<file path="config.mk">
export PLATFORM = sky130hd
export DESIGN_NAME = cfgbus_slave
export DESIGN_NICKNAME = d
export VERILOG_FILES = /design/src/rtl/cfgbus_pkg.sv /design/src/rtl/cfgbus_sync.sv /design/src/rtl/cfgbus_regfile.sv /design/src/rtl/cfgbus_slave.sv
export SDC_FILE = /design/constraint.sdc
export NUM_CORES = 1
export LEC_CHECK = 0
export BUFFER_PORTS_ARGS = -buffer_cell sky130_fd_sc_hd__buf_2
export CAP_MARGIN = 20
export CORE_UTILIZATION = 48
export CTS_BUF_LIST = sky130_fd_sc_hd__clkbuf_16
export DETAILED_ROUTE_END_ITERATION = 16
export GPL_ROUTABILITY_DRIVEN = 0
export HOLD_SLACK_MARGIN = 0.15
export PLACE_DENSITY = 0.66
export SYNTH_ARGS = -nofsm -noshare
export SYNTH_HDL_FRONTEND = slang
export SYNTH_HIERARCHICAL = 1
export SYNTH_SLANG_ARGS = --single-unit
</file>
<file path="constraint.sdc">
create_clock -name clk -period 3 [get_ports clk]
set_input_delay 0.15 -clock clk [delete_from_list [all_inputs] [get_ports clk]]
set_output_delay 0.15 -clock clk [all_outputs]
set_load 0.005 [all_outputs]
</file>
<file path="src/rtl/cfgbus_pkg.sv">
package cfgbus_pkg;

    localparam int BYTE_W = 8;

    typedef enum logic [3:0] {
        ST_IDLE,
        ST_DEVADDR,
        ST_DEV_ACK,
        ST_REGADDR,
        ST_REG_ACK,
        ST_WDATA,
        ST_WDATA_ACK,
        ST_RDATA,
        ST_RD_ACK,
        ST_WAIT
    } cfg_state_e;

    // true when addr lies in [base, base+len)
    function automatic logic in_window(input logic [7:0] addr,
                                       input logic [7:0] base,
                                       input int         len);
        int a;
        int b;
        a = int'(addr);
        b = int'(base);
        return (a >= b) && (a < b + len);
    endfunction

endpackage

</file>
<file path="src/rtl/cfgbus_sync.sv">
module cfgbus_sync #(
    parameter int STAGES = 2
) (
    input  logic clk,
    input  logic rst_n,
    input  logic scl_in,
    input  logic sda_in,
    output logic sda_s,
    output logic scl_rise,
    output logic scl_fall,
    output logic start_p,
    output logic stop_p
);

    localparam int LINES = 2;

    logic [LINES-1:0] raw;
    logic [LINES-1:0] synced;
    logic [LINES-1:0] last;

    assign raw = {sda_in, scl_in};

    // one identical synchroniser chain per bus line
    for (genvar g = 0; g < LINES; g++) begin : g_line
        logic [STAGES-1:0] pipe;
        always_ff @(posedge clk or negedge rst_n) begin
            if (!rst_n) begin
                pipe <= '1;
            end else begin
                pipe <= {pipe[STAGES-2:0], raw[g]};
            end
        end
        assign synced[g] = pipe[STAGES-1];
    end

    always_ff @(posedge clk or negedge rst_n) begin
        if (!rst_n) begin
            last <= '1;
        end else begin
            last <= synced;
        end
    end

    logic scl_s;
    logic scl_d;
    logic sda_d;

    assign scl_s    = synced[0];
    assign sda_s    = synced[1];
    assign scl_d    = last[0];
    assign sda_d    = last[1];

    assign scl_rise = scl_s & ~scl_d;
    assign scl_fall = ~scl_s & scl_d;
    assign start_p  = scl_s & scl_d & sda_d & ~sda_s;
    assign stop_p   = scl_s & scl_d & ~sda_d & sda_s;

endmodule

</file>
<file path="src/rtl/cfgbus_regfile.sv">
module cfgbus_regfile
    import cfgbus_pkg::*;
#(
    parameter logic [7:0] W0_BASE = 8'h08,
    parameter int         W0_LEN  = 20,
    parameter logic [7:0] W1_BASE = 8'h40,
    parameter int         W1_LEN  = 24
) (
    input  logic       clk,
    input  logic       rst_n,
    input  logic       we,
    input  logic [7:0] waddr,
    input  logic [7:0] wdata,
    input  logic [7:0] raddr,
    output logic [7:0] rdata,
    output logic       rhit
);

    localparam int TOTAL = W0_LEN + W1_LEN;
    localparam int IDX_W = $clog2(TOTAL);

    function automatic logic mapped(input logic [7:0] a);
        return in_window(a, W0_BASE, W0_LEN) || in_window(a, W1_BASE, W1_LEN);
    endfunction

    function automatic logic [IDX_W-1:0] slot(input logic [7:0] a);
        if (in_window(a, W0_BASE, W0_LEN)) begin
            return IDX_W'(int'(a) - int'(W0_BASE));
        end
        return IDX_W'(int'(a) - int'(W1_BASE) + W0_LEN);
    endfunction

    logic [BYTE_W-1:0] mem [TOTAL];
    logic              whit;

    assign whit = mapped(waddr);

    always_ff @(posedge clk or negedge rst_n) begin
        if (!rst_n) begin
            for (int i = 0; i < TOTAL; i++) begin
                mem[i] <= '0;
            end
        end else if (we && whit) begin
            mem[slot(waddr)] <= wdata;
        end
    end

    assign rhit  = mapped(raddr);
    assign rdata = rhit ? mem[slot(raddr)] : '0;

endmodule

</file>
<file path="src/rtl/cfgbus_slave.sv">
module cfgbus_slave
    import cfgbus_pkg::*;
#(
    parameter logic [6:0] DEV_ADDR    = 7'h69,
    parameter int         SYNC_STAGES = 2,
    parameter logic [7:0] W0_BASE     = 8'h08,
    parameter int         W0_LEN      = 20,
    parameter logic [7:0] W1_BASE     = 8'h40,
    parameter int         W1_LEN      = 24
) (
    input  logic       clk,
    input  logic       rst_n,
    input  logic       scl_in,
    input  logic       sda_in,
    output logic       sda_drive_low,
    output logic       wr_stb,
    output logic [7:0] wr_addr,
    output logic [7:0] wr_data
);

    localparam int CNT_W = $clog2(BYTE_W + 1);
    localparam logic [CNT_W-1:0] FULL = CNT_W'(BYTE_W);

    logic sda_s;
    logic scl_rise;
    logic scl_fall;
    logic start_p;
    logic stop_p;

    cfgbus_sync #(
        .STAGES(SYNC_STAGES)
    ) u_sync (
        .clk      (clk),
        .rst_n    (rst_n),
        .scl_in   (scl_in),
        .sda_in   (sda_in),
        .sda_s    (sda_s),
        .scl_rise (scl_rise),
        .scl_fall (scl_fall),
        .start_p  (start_p),
        .stop_p   (stop_p)
    );

    cfg_state_e        state_q;
    cfg_state_e        state_d;
    logic [CNT_W-1:0]  bitcnt_q;
    logic [BYTE_W-1:0] shreg_q;
    logic [7:0]        ptr_q;
    logic              rw_q;
    logic              mack_q;
    logic [BYTE_W-1:0] rf_rdata;
    logic              rf_hit;
    logic              byte_full;

    assign byte_full = (bitcnt_q == FULL);

    cfgbus_regfile #(
        .W0_BASE(W0_BASE),
        .W0_LEN (W0_LEN),
        .W1_BASE(W1_BASE),
        .W1_LEN (W1_LEN)
    ) u_regs (
        .clk   (clk),
        .rst_n (rst_n),
        .we    (wr_stb),
        .waddr (wr_addr),
        .wdata (wr_data),
        .raddr (ptr_q),
        .rdata (rf_rdata),
        .rhit  (rf_hit)
    );

    // next-state selection
    always_comb begin
        state_d = state_q;
        if (start_p) begin
            state_d = ST_DEVADDR;
        end else if (stop_p) begin
            state_d = ST_IDLE;
        end else begin
            unique case (state_q)
                ST_IDLE: state_d = ST_IDLE;
                ST_DEVADDR:
                    if (scl_fall && byte_full)
                        state_d = (shreg_q[7:1] == DEV_ADDR) ? ST_DEV_ACK : ST_WAIT;
                ST_DEV_ACK:
                    if (scl_fall)
                        state_d = rw_q ? ST_RDATA : ST_REGADDR;
                ST_REGADDR:
                    if (scl_fall && byte_full) state_d = ST_REG_ACK;
                ST_REG_ACK:
                    if (scl_fall) state_d = ST_WDATA;
                ST_WDATA:
                    if (scl_fall && byte_full) state_d = ST_WDATA_ACK;
                ST_WDATA_ACK:
                    if (scl_fall) state_d = ST_WDATA;
                ST_RDATA:
                    if (scl_fall && byte_full) state_d = ST_RD_ACK;
                ST_RD_ACK:
                    if (scl_fall) state_d = mack_q ? ST_RDATA : ST_WAIT;
                ST_WAIT: state_d = ST_WAIT;
                default: state_d = ST_IDLE;
            endcase
        end
    end

    // state register and datapath
    always_ff @(posedge clk or negedge rst_n) begin
        if (!rst_n) begin
            state_q  <= ST_IDLE;
            bitcnt_q <= '0;
            shreg_q  <= '0;
            ptr_q    <= '0;
            rw_q     <= 1'b0;
            mack_q   <= 1'b0;
            wr_stb   <= 1'b0;
            wr_addr  <= '0;
            wr_data  <= '0;
        end else begin
            state_q <= state_d;
            wr_stb  <= 1'b0;
            if (start_p || stop_p) begin
                bitcnt_q <= '0;
            end else begin
                unique case (state_q)
                    ST_DEVADDR, ST_REGADDR, ST_WDATA: begin
                        if (scl_rise && !byte_full) begin
                            shreg_q  <= {shreg_q[BYTE_W-2:0], sda_s};
                            bitcnt_q <= bitcnt_q + 1'b1;
                        end
                        if (scl_fall && byte_full) begin
                            bitcnt_q <= '0;
                            if (state_q == ST_DEVADDR) begin
                                rw_q <= shreg_q[0];
                            end else if (state_q == ST_REGADDR) begin
                                ptr_q <= shreg_q;
                            end else begin
                                wr_stb  <= rf_hit;
                                wr_addr <= ptr_q;
                                wr_data <= shreg_q;
                                ptr_q   <= ptr_q + 8'd1;
                            end
                        end
                    end
                    ST_DEV_ACK: begin
                        if (scl_fall && rw_q) begin
                            shreg_q <= rf_rdata;
                            ptr_q   <= ptr_q + 8'd1;
                        end
                    end
                    ST_RDATA: begin
                        if (scl_rise && !byte_full) begin
                            bitcnt_q <= bitcnt_q + 1'b1;
                        end
                        if (scl_fall && !byte_full) begin
                            shreg_q <= {shreg_q[BYTE_W-2:0], 1'b0};
                        end
                        if (scl_fall && byte_full) begin
                            bitcnt_q <= '0;
                        end
                    end
                    ST_RD_ACK: begin
                        if (scl_rise) begin
                            mack_q <= ~sda_s;
                        end
                        if (scl_fall && mack_q) begin
                            shreg_q <= rf_rdata;
                            ptr_q   <= ptr_q + 8'd1;
                        end
                    end
                    ST_IDLE, ST_REG_ACK, ST_WDATA_ACK, ST_WAIT: begin
                        bitcnt_q <= bitcnt_q;
                    end
                    default: begin
                        bitcnt_q <= '0;
                    end
                endcase
            end
        end
    end

    // data-line drive
    always_comb begin
        unique case (state_q)
            ST_DEV_ACK, ST_REG_ACK, ST_WDATA_ACK: sda_drive_low = 1'b1;
            ST_RDATA:                             sda_drive_low = ~shreg_q[BYTE_W-1];
            default:                              sda_drive_low = 1'b0;
        endcase
    end

endmodule

</file>
==> results.yml <==
route:
  drt_wl_total_um: 48900
  postRouteAntennaNets: 0
  wire_per_inst_um: 23.3
  dr_total_vias: 12573
  drt_first_iter_violations: 1091
  drc: 0
  avgViaCountPerCell: 5.98
  firstDrtPassIters: 5
flow_run:
  cap_viol_max_count: 0
worst_setup_path:
  cpPeakStageDelay_ns: 0.47
  worstReg2RegEnd: "shreg_q[2]$_DFFE_PN0P_"
  rrSetupSlack_ns: -0.10
  path_class: "reg2reg"
  critPathLaunchType: "register"
  path_max_fanout: 6
  cp-startpoint: "ptr_q[3]$_DFFE_PN0P_"
  reg2reg_from: "ptr_q[3]$_DFFE_PN0P_"
  end_kind: "register"
  crit_path_top_delay_cell: "a2111o_1"
  arrival_ns: 3.56
  worst_r2r_path_depth: 12
  cp.required_ns: 3.46
  cp_cell_sequence: "ha_1 > a2111o_1 > a21oi_4 > buf_12 > xor2_4 > buf_6 > mux2i_1 > mux2i_1 > o21ai_1 > a221oi_2 > mux2_4 > mux2_4"
timing:
  fin_ws_ns: -0.104
  setup_violations: 4
  min_period_ns: 3.10
  slew_violations: 0
  rsz0062_at_grt: "true"
  worst_pin_slew_ns: 1.13
  maxSlewHeadroom: 0.248
  finalCritPeriodShare: 1.03
  finalHoldViolations: 0
  clock_skew_ns: 0.0108
  max_freq_ghz: 0.322
logic_synthesis:
  syn_area_per_cell_um2: 13.9
  synth_edf_count: 0
  ys_seq_elements: 401
  yosysSeqAreaShare: 0.505
  syn_area_um2: 19900
  syn_nets: 1440
  netlist-cell-type-count: 84
  synth_cells: 1427
  synth-async-reset-ratio: 1.00
  synth_flop_cell: "dfrtp_1"
  yosysWarnings: 6
clock_network:
  cts_tree: "built"
  clk_latency_ns: 0.57
  cts_made_buffers: 43
  clk_pin_slew_ns: 0.06
  htree_num_levels: 2
  cts_sinks: 401
  root_buffer: "clkbuf_16"
  clock_path_buffers: 3
hold_path:
  worstHoldPathType: "in2async"
global_route:
  antenna_found_initial: 0
  grt_overflow_total: 0
  grt.total_usage: 0.241
  grt_pass1_wl_um: 76600
  grt_pass1_vias: 12855
  grt_start_max_net_pins: 96
power:
  peakVddDrop_mv: 0.492
  p_per_area_nw_per_um2: 528
  leakage_uw: 0.0110
layout:
  final-seq-area_um2: 10100
  areaGrowthSynthToFinish_pct: 16.5
  post-route-util: 0.567
  nets: 1553
  fin_area_um2: 23200
  layout_common_cells: "392 x dfrtp_1, 328 x mux2_2, 99 x buf_4"
  fillers: 3241
  multi_input_area_um2: 9590
  layout_commonest_cell: "dfrtp_1"
  drive_gt1_frac: 0.475
  diodes: 0
floorplan:
  ios: 22
  die-area_um2: 42300
  initial_core_util: 0.487
  core.rowCount: 74
  die_y_um: 206
  coreArea_um2: 40800
  die_x_um: 206
placement:
  dp_hpwl_um: 31900
  dpl-instance-area_um2: 21400
  io_buffer_count: 21
run_status:
  status: "finished with violations"
  violations: "setup timing"
routing by layer:
layer / track usage / vias up / share of wire
met2: 0.385 / 321 / 0.48
met5: 0 / - / 0
met4: 0.0743 / 0 / 0.023
met3: 0.0363 / 63 / 0.053
met1: 0.341 / 6617 / 0.45
li1: - / 5572 / -
layout make-up:
| class | instances | share of cell area |
|---|---|---|
| clock buffers | 43 | 0.0464 |
| multi-input cells | 921 | 0.414 |
| clock inverters | 33 | 0.00988 |
| flip-flops and latches | 401 | 0.434 |
| repair buffers | 156 | 0.0644 |
| well taps | 532 | 0.0287 |
| inverters | 17 | 0.00275 |
Yosys cell counts (6+ instances only):
library cell / count / area, um^2
a21boi_0: 12 / 90.1
a21oi_1: 34 / 170
a2bb2oi_1: 6 / 52.6
a311oi_1: 7 / 61.3
a31oi_1: 9 / 56.3
buf_1: 13 / 48.8
buf_2: 19 / 95.1
clkbuf_1: 47 / 176
dfrtp_1: 395 / 9880
dfstp_2: 6 / 158
ha_1: 9 / 113
inv_1: 17 / 63.8
mux2_1: 40 / 450
mux2_2: 330 / 3720
mux2_4: 17 / 255
mux2i_1: 9 / 90.1
mux4_2: 88 / 1980
nand2_1: 105 / 394
nand2b_1: 7 / 43.8
nand3_1: 29 / 145
nor2_1: 22 / 82.6
nor2b_1: 9 / 56.3
nor3_1: 12 / 60.1
nor3_2: 6 / 60.1
nor3_4: 6 / 97.6
o21ai_0: 23 / 115
o21ai_1: 6 / 30.0
o22ai_1: 13 / 81.3
kinds of logic after synthesis:
kind of cell / count (synthesis) / synth area share
buffers and inverters: 106 / 0.0240
AO/OA/AOI/OAI: 159 / 0.0565
adder cells (fa/ha/maj): 9 / 0.00566
multiplexers: 484 / 0.326
XOR/XNOR: 7 / 0.00478
flip-flops: 401 / 0.505
AND/OR/NAND/NOR: 261 / 0.0776
critical path: cells and delay by family (launching register included):
| family | cells | cell delay [ns] |
|---|---|---|
| flops | 1 | 0.43 |
| xor+xnor | 1 | 0.24 |
| mux | 4 | 0.85 |
| buf+inv | 2 | 0.29 |
| fa+ha+maj | 1 | 0.23 |
| compound gates | 4 | 0.97 |
metrics by stage:
stage                     worst slack [ns]  TNS (ns)  hold WS [ns]  instances  total power, uW
final                               -0.104    -0.189         0.208       2103            12200
after detailed placement            -0.192     -1.26         0.247       2007             7270
after global placement              -0.145    -0.555         0.231       2007             7250
after floorplan                    0.00570         0        -0.146       1427             6800
after CTS                          -0.0297    -0.528         0.210       2098            12300
after global routing                -0.184    -0.832         0.222       2103            12700
sequential cells by signal, summed over array words and instances (netlist names):
name                cells
state_q                 4
shreg_q                 8
u_regs/mem            352
wr_addr                 8
u_sync/g_line.pipe      4
mack_q                  1
wr_data                 8
wr_stb                  1
rw_q                    1
ptr_q                   8
u_sync/last             2
bitcnt_q                4
repair_timing:
action	CTS	global route
endpoints found under the setup margin	49	259
gates cloned	1	1
setup buffers	11	4
endpoints found under the hold margin	89	0
pin swaps	7	9
hold buffers	3	0
resized for setup	15	41
power by group:
part	switching [uW]	internal [uW]
Sequential	188	5500
Combinational	874	693
Clock	2120	2860
worst max path at each step:
stage | end | slack (ns) | cells after the start
3_5_place_dp | shreg_q[5]$_DFFE_PN0P_ | -0.19 | 11
5_1_grt | shreg_q[2]$_DFFE_PN0P_ | -0.18 | 13
4_1_cts | u_regs/mem[321]$_DFFE_PN0P_ | -0.03 | 10
2_1_floorplan | u_regs/mem[152]$_DFFE_PN0P_ | 0.006 | 11
6_report | shreg_q[2]$_DFFE_PN0P_ | -0.10 | 12
3_3_place_gp | shreg_q[1]$_DFFE_PN0P_ | -0.14 | 11
No activity file was read; power rests on OpenSTA's default activity.
